File: config.mk
export PLATFORM = sky130hd
export DESIGN_NAME = run_chain_sync
export DESIGN_NICKNAME = d
export VERILOG_FILES = /design/src/rtl/run_chain_pkg.sv /design/src/rtl/run_bit_bank.sv /design/src/rtl/ring_resolver.sv /design/src/rtl/fault_router.sv /design/src/rtl/run_chain_sync.sv
export SDC_FILE = /design/constraint.sdc
export NUM_CORES = 1
export LEC_CHECK = 0
export ABC_AREA = 0
export CELL_PAD_IN_SITES_DETAIL_PLACEMENT = 0
export CELL_PAD_IN_SITES_GLOBAL_PLACEMENT = 1
export CORE_AREA = 4 4 41 43
export CTS_CLUSTER_SIZE = 30
export DETAILED_ROUTE_END_ITERATION = 7
export DIE_AREA = 0 0 45 47
export DONT_BUFFER_PORTS = 1
export GPL_TIMING_DRIVEN = 0
export HOLD_SLACK_MARGIN = 0.12
export PLACE_DENSITY_LB_ADDON = 0.15
export SYNTH_ARGS = -nofsm -noshare
export SYNTH_HDL_FRONTEND = slang
export SYNTH_SLANG_ARGS = --single-unit
File: constraint.sdc
create_clock -name clk -period 2.4 [get_ports clk]
set_input_delay 0.48 -clock clk [delete_from_list [all_inputs] [get_ports clk]]
set_output_delay 0.48 -clock clk [all_outputs]
set_load 0.05 [all_outputs]
File: src/rtl/run_chain_pkg.sv
package run_chain_pkg;
  localparam int unsigned MODE_W = 3;
  localparam logic [MODE_W-1:0] CHAIN_FAULT_MODE = 3'd7;

  function automatic int unsigned idx_width(input int unsigned n);
    return (n > 1) ? $clog2(n) : 1;
  endfunction
endpackage

File: src/rtl/run_bit_bank.sv
module run_bit_bank #(
  parameter int unsigned NUM_CH = 3
) (
  input  logic              clk,
  input  logic              rst,
  input  logic [NUM_CH-1:0] set_i,
  input  logic [NUM_CH-1:0] clr_i,
  input  logic [NUM_CH-1:0] fclr_i,
  output logic [NUM_CH-1:0] bit_nxt,
  output logic [NUM_CH-1:0] bit_q
);
  always_comb begin
    if (rst) bit_nxt = '0;
    else     bit_nxt = (bit_q | set_i) & ~clr_i & ~fclr_i;
  end

  always_ff @(posedge clk) bit_q <= bit_nxt;

  generate
    for (genvar n = 0; n < NUM_CH; n++) begin : g_chk
      // clear wins over set
      a_r10_clear_wins: assert property (@(posedge clk) disable iff (rst)
        (set_i[n] && clr_i[n]) |=> !bit_q[n]);
      // a fault-driven clear wins over set
      a_r10_fault_wins: assert property (@(posedge clk) disable iff (rst)
        (set_i[n] && fclr_i[n]) |=> !bit_q[n]);
    end
  endgenerate
endmodule

File: src/rtl/ring_resolver.sv
module ring_resolver #(
  parameter int unsigned NUM_CH = 3,
  parameter int unsigned IW = 2
) (
  input  logic [NUM_CH-1:0]    sel_i,
  input  logic [NUM_CH-1:0]    run_i,
  output logic [NUM_CH-1:0]    eff_o,
  output logic [NUM_CH*IW-1:0] root_o,
  output logic                 has_master_o
);
  localparam logic [IW-1:0] LAST = IW'(NUM_CH - 1);

  function automatic logic [IW-1:0] prev_idx(input logic [IW-1:0] i);
    return (i == '0) ? LAST : i - 1'b1;
  endfunction

  assign has_master_o = ~&sel_i;

  // Group root: first master found walking backwards; depends on sel only.
  always_comb begin
    for (int n = 0; n < NUM_CH; n++) begin
      logic [IW-1:0] idx;
      logic [IW-1:0] rt;
      logic          found;
      idx   = IW'(n);
      rt    = IW'(n);
      found = 1'b0;
      for (int s = 0; s < NUM_CH; s++) begin
        if (!found) begin
          if (!sel_i[idx]) begin
            found = 1'b1;
            rt    = idx;
          end else begin
            idx = prev_idx(idx);
          end
        end
      end
      root_o[n*IW +: IW] = rt;
    end
  end

  // Effective run: OR of own bits along the chain back to its master.
  always_comb begin
    for (int n = 0; n < NUM_CH; n++) begin
      logic [IW-1:0] idx;
      logic          acc;
      logic          stop;
      idx  = IW'(n);
      acc  = 1'b0;
      stop = 1'b0;
      for (int s = 0; s < NUM_CH; s++) begin
        if (!stop) begin
          acc = acc | run_i[idx];
          if (!sel_i[idx]) stop = 1'b1;
          else             idx  = prev_idx(idx);
        end
      end
      eff_o[n] = acc & has_master_o;
    end
  end
endmodule

File: src/rtl/fault_router.sv
module fault_router
  import run_chain_pkg::*;
#(
  parameter int unsigned NUM_CH = 3,
  parameter int unsigned IW = 2
) (
  input  logic [NUM_CH-1:0]        pulse_i,
  input  logic [NUM_CH-1:0]        en_i,
  input  logic [NUM_CH*MODE_W-1:0] mode_i,
  input  logic [NUM_CH*IW-1:0]     root_i,
  input  logic                     has_master_i,
  output logic [NUM_CH-1:0]        clr_o
);
  logic [NUM_CH-1:0] hit_chain;
  logic [NUM_CH-1:0] hit_local;

  generate
    for (genvar n = 0; n < NUM_CH; n++) begin : g_cls
      logic is_chain;
      assign is_chain     = (mode_i[n*MODE_W +: MODE_W] == CHAIN_FAULT_MODE);
      assign hit_chain[n] = pulse_i[n] & en_i[n] & is_chain;
      assign hit_local[n] = pulse_i[n] & en_i[n] & ~is_chain;
    end
  endgenerate

  always_comb begin
    clr_o = hit_local;
    for (int m = 0; m < NUM_CH; m++) begin
      for (int n = 0; n < NUM_CH; n++) begin
        if (hit_chain[n] && (!has_master_i || n == m ||
            root_i[n*IW +: IW] == root_i[m*IW +: IW]))
          clr_o[m] = 1'b1;
      end
    end
  end
endmodule

File: src/rtl/run_chain_sync.sv
module run_chain_sync
  import run_chain_pkg::*;
#(
  parameter int unsigned NUM_CH = 3
) (
  input  logic                     clk,
  input  logic                     rst,
  input  logic [NUM_CH-1:0]        run_set,
  input  logic [NUM_CH-1:0]        run_clr,
  input  logic [NUM_CH-1:0]        chain_sel,
  input  logic [NUM_CH*MODE_W-1:0] fault_mode,
  input  logic [NUM_CH-1:0]        fault_en,
  input  logic [NUM_CH-1:0]        fault_pulse,
  output logic [NUM_CH-1:0]        run_out,
  output logic                     cfg_err
);
  localparam int unsigned IW = idx_width(NUM_CH);

  logic [NUM_CH-1:0]    bit_nxt;
  logic [NUM_CH-1:0]    bit_q;
  logic [NUM_CH-1:0]    fault_clr;
  logic [NUM_CH-1:0]    eff;
  logic [NUM_CH*IW-1:0] root;
  logic                 has_master;

  run_bit_bank #(.NUM_CH(NUM_CH)) u_bank (
    .clk(clk), .rst(rst), .set_i(run_set), .clr_i(run_clr),
    .fclr_i(fault_clr), .bit_nxt(bit_nxt), .bit_q(bit_q)
  );

  ring_resolver #(.NUM_CH(NUM_CH), .IW(IW)) u_ring (
    .sel_i(chain_sel), .run_i(bit_nxt), .eff_o(eff),
    .root_o(root), .has_master_o(has_master)
  );

  fault_router #(.NUM_CH(NUM_CH), .IW(IW)) u_route (
    .pulse_i(fault_pulse), .en_i(fault_en), .mode_i(fault_mode),
    .root_i(root), .has_master_i(has_master), .clr_o(fault_clr)
  );

  always_ff @(posedge clk) begin
    if (rst) begin
      run_out <= '0;
      cfg_err <= 1'b0;
    end else begin
      run_out <= eff;
      cfg_err <= ~has_master;
    end
  end

  // a ring without master reports and holds everything stopped
  a_r9_no_master: assert property (@(posedge clk) disable iff (rst)
    (&chain_sel) |=> (cfg_err && run_out == '0));

  generate
    for (genvar n = 0; n < NUM_CH; n++) begin : g_chk
      localparam int unsigned P = (n + NUM_CH - 1) % NUM_CH;
      logic chain_hit;
      assign chain_hit = fault_pulse[n] & fault_en[n] &
                         (fault_mode[n*MODE_W +: MODE_W] == CHAIN_FAULT_MODE);

      a_r2_master_own_bit: assert property (@(posedge clk) disable iff (rst)
        !chain_sel[n] |=> run_out[n] == bit_q[n]);

      a_r3_slave_follows: assert property (@(posedge clk) disable iff (rst)
        (chain_sel[n] && !(&chain_sel)) |=> run_out[n] == (run_out[P] | bit_q[n]));

      a_r6_chain_fault_stops: assert property (@(posedge clk) disable iff (rst)
        chain_hit |=> !run_out[n] && !bit_q[n]);
    end
  endgenerate
endmodule

==> flow_summary.json, run 1 <==
{
  "finalCriticalPeriod_ps": 1460,
  "crit_required_ps": 2580,
  "synth_cells": 52,
  "slowest_delay_ps": 680,
  "htree_num_levels": 1,
  "reg2reg_depth": 4,
  "syn_to_final_growth_pct": 10.8,
  "cts_tree": "built",
  "fin_skew_ps": 11.3,
  "vias": 416,
  "clock_sinks": 7,
  "numCtsBuffers": 3,
  "multi_input_area_um2": 263,
  "drv_cap": 0,
  "hold_buffers": 0,
  "worst_path_max_delay_cell": "a2111oi_0",
  "critPathLaunchType": "flip-flop",
  "start_util_pct": 32.1,
  "final_layout_size_suffix_gt1_share_pct": 19.6,
  "maxSlewViolCount": 0,
  "grt_max_degree": 10,
  "placed_area_um2": 437,
  "synth_top_area_share_pct": 33.5,
  "antenna_found_initial": 0,
  "yosysWarnings": 0,
  "final_nets": 83,
  "final-seq-area_um2": 140,
  "cp_top_family": "compound AO/OA/AOI/OAI gates",
  "antenna_cells": 0,
  "fin_util_pct": 35.6,
  "grt.total_usage_pct": 10.9,
  "hold_path.class": "primary input to flip-flop",
  "dp_hpwl_um": 915,
  "ys_seq_elements": 7,
  "tns_ps": 0,
  "num_io_pins": 30,
  "hold_slack_ps": 285,
  "grt_pass1_wl_um": 1640,
  "clk_latency_ps": 260,
  "hold_viol_final": 0,
  "clk_pin_slew_ps": 60,
  "root_buffer": "clkbuf_4",
  "die_area_mm2": 0.00212,
  "drt_iter0_markers": 2,
  "post_cts_buffers": 0,
  "core_mm2": 0.00130,
  "die_w_um": 45,
  "maxSlewHeadroom_pct": 48.8,
  "cp_num_buf_inv": 0,
  "netlist_area_um2": 418,
  "seq_area_frac_synth_pct": 33.5,
  "wire_per_inst_um": 15.8,
  "rsz0062_at_grt": "false",
  "synth.distinct_cells": 24,
  "worst-path-max-fanout": 3,
  "drc_errors": 0,
  "max-clock-path-buffers": 2,
  "synth.area.top_cells": "dfxtp_1, nor2_1, nand3_1, and3_1, a211o_1",
  "status": "completed",
  "yosys.area.top_type": "dfxtp_1",
  "min_period_over_period_pct": 60.7,
  "fill_cells": 149,
  "cp_cell_sequence": "nor2_1 -> a2111oi_0 -> a21oi_1 -> o21ai_1",
  "cts_resized": 0,
  "grt_pass1_vias": 421,
  "grt_overflow_total": 0,
  "vias_per_cell": 5.86,
  "drt_pass1_iterations": 4,
  "min_delay_path_depth": 1,
  "cp.depth": 4,
  "p_per_area_mw_per_mm2": 586,
  "arrival_ps": 1630,
  "gp_congestion": 0.725,
  "end_kind": "flip-flop",
  "critPathKind": "flip-flop to flip-flop",
  "avgSynthCellArea_um2": 8.04,
  "port_buffers": 0,
  "setup_violations": 0,
  "final_area_um2": 463,
  "synth_nets": 78,
  "num_rows": 13,
  "leakagePower_nw": 0.177,
  "die_h_um": 47,
  "routed_wl_um": 1120,
  "ant_nets": 0,
  "fmax_ghz": 0.686,
  "worst_slew_pin_slew_ps": 749,
  "irDropWorstVdd_mv": 0.236
}
[routing by layer]
| layer | track usage (%) | share of wire, % |
|---|---|---|
| met5 | 0 | 0 |
| met4 | 5.85 | 0.98 |
| met3 | 5.36 | 15 |
| met2 | 16.1 | 43 |
| met1 | 12.8 | 41 |
[registers in the layout, indices dropped and copies added, names as in the netlist]
name          cells
run_out           3
u_bank.bit_q      3
cfg_err           1
[area by class of cell]
class	count	share of cell area [%]
clock buffer	4	5.68
inverter	1	0.811
tap	15	4.05
sequential	7	30.3
buffer	1	2.43
multi-input combinational	43	56.8
[cell usage in the layout (no fill, tap or decap), types with 2 or more instances in the layout]
cell type	n
a211o_1	2
a21oi_1	2
and3_1	3
and3_2	2
clkbuf_4	3
dfxtp_1	7
nand2_1	4
nand3_1	5
nor2_1	8
o211ai_1	2
o21ai_0	3
[metrics by stage]
stage / instances / worst slack (ps) / power [W]
floorplan: 52 / 814 / 0.000159
global placement: 67 / 759 / 0.000164
detailed placement: 67 / 767 / 0.000164
CTS: 71 / 968 / 0.000273
global route: 71 / 816 / 0.000284
finish: 71 / 943 / 0.000271
[report_power, final]
group          switching (W)  total (W)  internal (W)
Clock              0.0000463   0.000110     0.0000636
Sequential         0.0000113   0.000133      0.000121
Combinational      0.0000149  0.0000287     0.0000139
Total              0.0000725   0.000271      0.000199
[cells by family after synthesis]
kind of cell / count (synthesis) / synth area share (%)
DFF: 7 / 33.5
buffers and inverters: 2 / 3.59
AOI/OAI and AO/OA: 16 / 28.4
and+or+nand+nor: 27 / 34.4
[synth_stat cells]
| cell type | count |
|---|---|
| and3_1 | 3 |
| and3_4 | 1 |
| a2111oi_2 | 1 |
| a21oi_1 | 2 |
| dfxtp_1 | 7 |
| o2111ai_1 | 1 |
| nand2_1 | 4 |
| and2_2 | 1 |
| buf_6 | 1 |
| o21a_1 | 1 |
| nor4b_1 | 1 |
| o211ai_1 | 2 |
| nand3_1 | 5 |
| o21ai_0 | 3 |
| a21oi_2 | 1 |
| and3_2 | 2 |
| inv_1 | 1 |
| a211o_1 | 2 |
| a2111oi_0 | 1 |
| a21boi_1 | 1 |
| and2_1 | 1 |
| nor2_1 | 8 |
| o21ai_1 | 1 |
| nand2_2 | 1 |
[final timing paths]
| path | from | end | slack (ps) |
|---|---|---|---|
| worst max-delay path | u_bank.bit_q[2] | run_out[0] | 940 |
| worst min-delay path | rst | cfg_err | 280 |
| worst max register to register | u_bank.bit_q[2] | run_out[0] | 940 |
| worst min register to register | u_bank.bit_q[1] | u_bank.bit_q[1] | 600 |
[worst reg2reg max path, stage by stage (launching register included)]
cell       delay [ps]
dfxtp_1           310
nor2_1             30
a2111oi_0         680
a21oi_1           190
o21ai_1           160
Power figures use the tool's default switching activity.
==> inputs of run 2 (changes only) <==
clock period = 1.37 ns   (was 2.4 ns; I/O delays follow)
==> flow_summary.json, run 2 (synthesized netlist as in run 1, its figures left out) <==
{
  "drt_iter0_markers": 4,
  "numCtsBuffers": 3,
  "setup_violations": 0,
  "top_regs": "run_out: 3 flops, u_bank.bit_q: 3 flops, cfg_err: 1 flops",
  "worst_slew_pin_slew_ps": 483,
  "min_delay_path_depth": 3,
  "antenna_cells": 0,
  "fmax_ghz": 0.750,
  "antenna_found_initial": 0,
  "status": "completed",
  "maxSlewViolCount": 0,
  "clk_latency_ps": 250,
  "leakagePower_nw": 0.181,
  "maxSlewHeadroom_pct": 67.7,
  "rr_startpoint": "u_bank.bit_q[0]",
  "arrival_ps": 1530,
  "dp_hpwl_um": 890,
  "tns_ps": 0,
  "gp_congestion": 0.738,
  "grt_util_met1_pct": 12.4,
  "syn_to_final_growth_pct": 16.8,
  "worst-path-max-fanout": 3,
  "grt_pass1_vias": 396,
  "final_common_cell": "nor2_1",
  "reg2reg_to": "run_out[1]",
  "num_io_pins": 30,
  "die_w_um": 45,
  "layout_common_cells": "nor2_1, dfxtp_1, nand3_1",
  "ff2ff_setup_slack_ps": 40,
  "die_h_um": 47,
  "start_util_pct": 32.1,
  "htree_num_levels": 1,
  "hold_viol_final": 0,
  "drt_pass1_iterations": 2,
  "cts_tree": "built",
  "busiest_layer": "met2",
  "grt_use_met2_pct": 16.1,
  "root_buffer": "clkbuf_4",
  "reg2reg_depth": 5,
  "clk_pin_slew_ps": 50,
  "die_area_mm2": 0.00212,
  "critPathLaunchType": "flip-flop",
  "grt_overflow_total": 0,
  "crit_path_start": "u_bank.bit_q[0]",
  "final_layout_size_suffix_gt1_share_pct": 22.8,
  "p_per_area_mw_per_mm2": 981,
  "max-clock-path-buffers": 2,
  "critPathKind": "flip-flop to flip-flop",
  "grt_pass1_wl_um": 1540,
  "final_nets": 84,
  "finalCriticalPeriod_ps": 1330,
  "drv_cap": 0,
  "hold_path.startpoint": "rst",
  "core_mm2": 0.00130,
  "use_met3_pct": 4.21,
  "port_buffers": 0,
  "vias_per_cell": 5.89,
  "grt_max_degree": 10,
  "clock_sinks": 7,
  "rsz0062_at_grt": "false",
  "num_rows": 13,
  "vias": 424,
  "hold_path.class": "primary input to flip-flop",
  "crit_required_ps": 1570,
  "ant_nets": 0,
  "irDropWorstVdd_mv": 0.524,
  "grt.total_usage_pct": 10.4,
  "end_kind": "flip-flop",
  "fin_util_pct": 37.5,
  "wire_per_inst_um": 15.8,
  "pre_cts_slack_ps": -15.6,
  "post_cts_buffers": 0,
  "setup_ws_ps": 37.0,
  "routed_wl_um": 1130,
  "drc_errors": 0,
  "hold_slack_ps": 219,
  "fin_skew_ps": 7.30,
  "min_period_over_period_pct": 97.3,
  "whs_endpoint": "run_out[0]"
}
## run 2: through the flow
stage               cells  total power (W)  cell area, um^2
floorplan              52         0.000280              427
global placement       67         0.000289              445
detailed placement     67         0.000289              445
CTS                    72         0.000485              483
global route           72         0.000502              488
finish                 72         0.000479              488
## run 2: power by group
part | switching (W) | internal, W
combinational | 0.0000276 | 0.0000286
clock | 0.0000790 | 0.000111
sequential | 0.0000199 | 0.000213
total | 0.000126 | 0.000352
## run 2: layout make-up
cell class | count | area, um^2
inverters | 1 | 3.75
repair buffers | 1 | 10.0
clock buffers | 4 | 26.3
multi-input cells | 43 | 274
fillers | 144 | 813
flip-flops and latches | 7 | 140
well taps | 15 | 18.8
plain buffers | 1 | 15.0
## run 2: how the worst max path moves through the flow
stage / slack (ps) / depth (start not counted) / to
6_report: 40 / 5 / run_out[1]
3_3_place_gp: -20 / 6 / run_out[1]
3_5_place_dp: -20 / 4 / run_out[0]
4_1_cts: 40 / 5 / run_out[1]
5_1_grt: 4 / 5 / run_out[1]
2_1_floorplan: 30 / 6 / run_out[1]
## run 2: per-layer routing
metal	wire length, um	part of all wire [%]
met5	0	0
met4	12	1.1
met3	144	13
met2	485	43
met1	491	43
## run 2: timing repair
action,4_1_cts,5_1_grt
endpoints found under the hold margin,1,0
resized for setup,1,1
pin swaps,0,0
setup endpoints to repair,3,3
hold buffers,1,0
## run 2: critical path: stages, from the launching register on
cell and delay (ps):
dfxtp_1 300, nor2_1 40, a2111oi_2 410, and3_4 270, and3_4 170, a211o_1 90
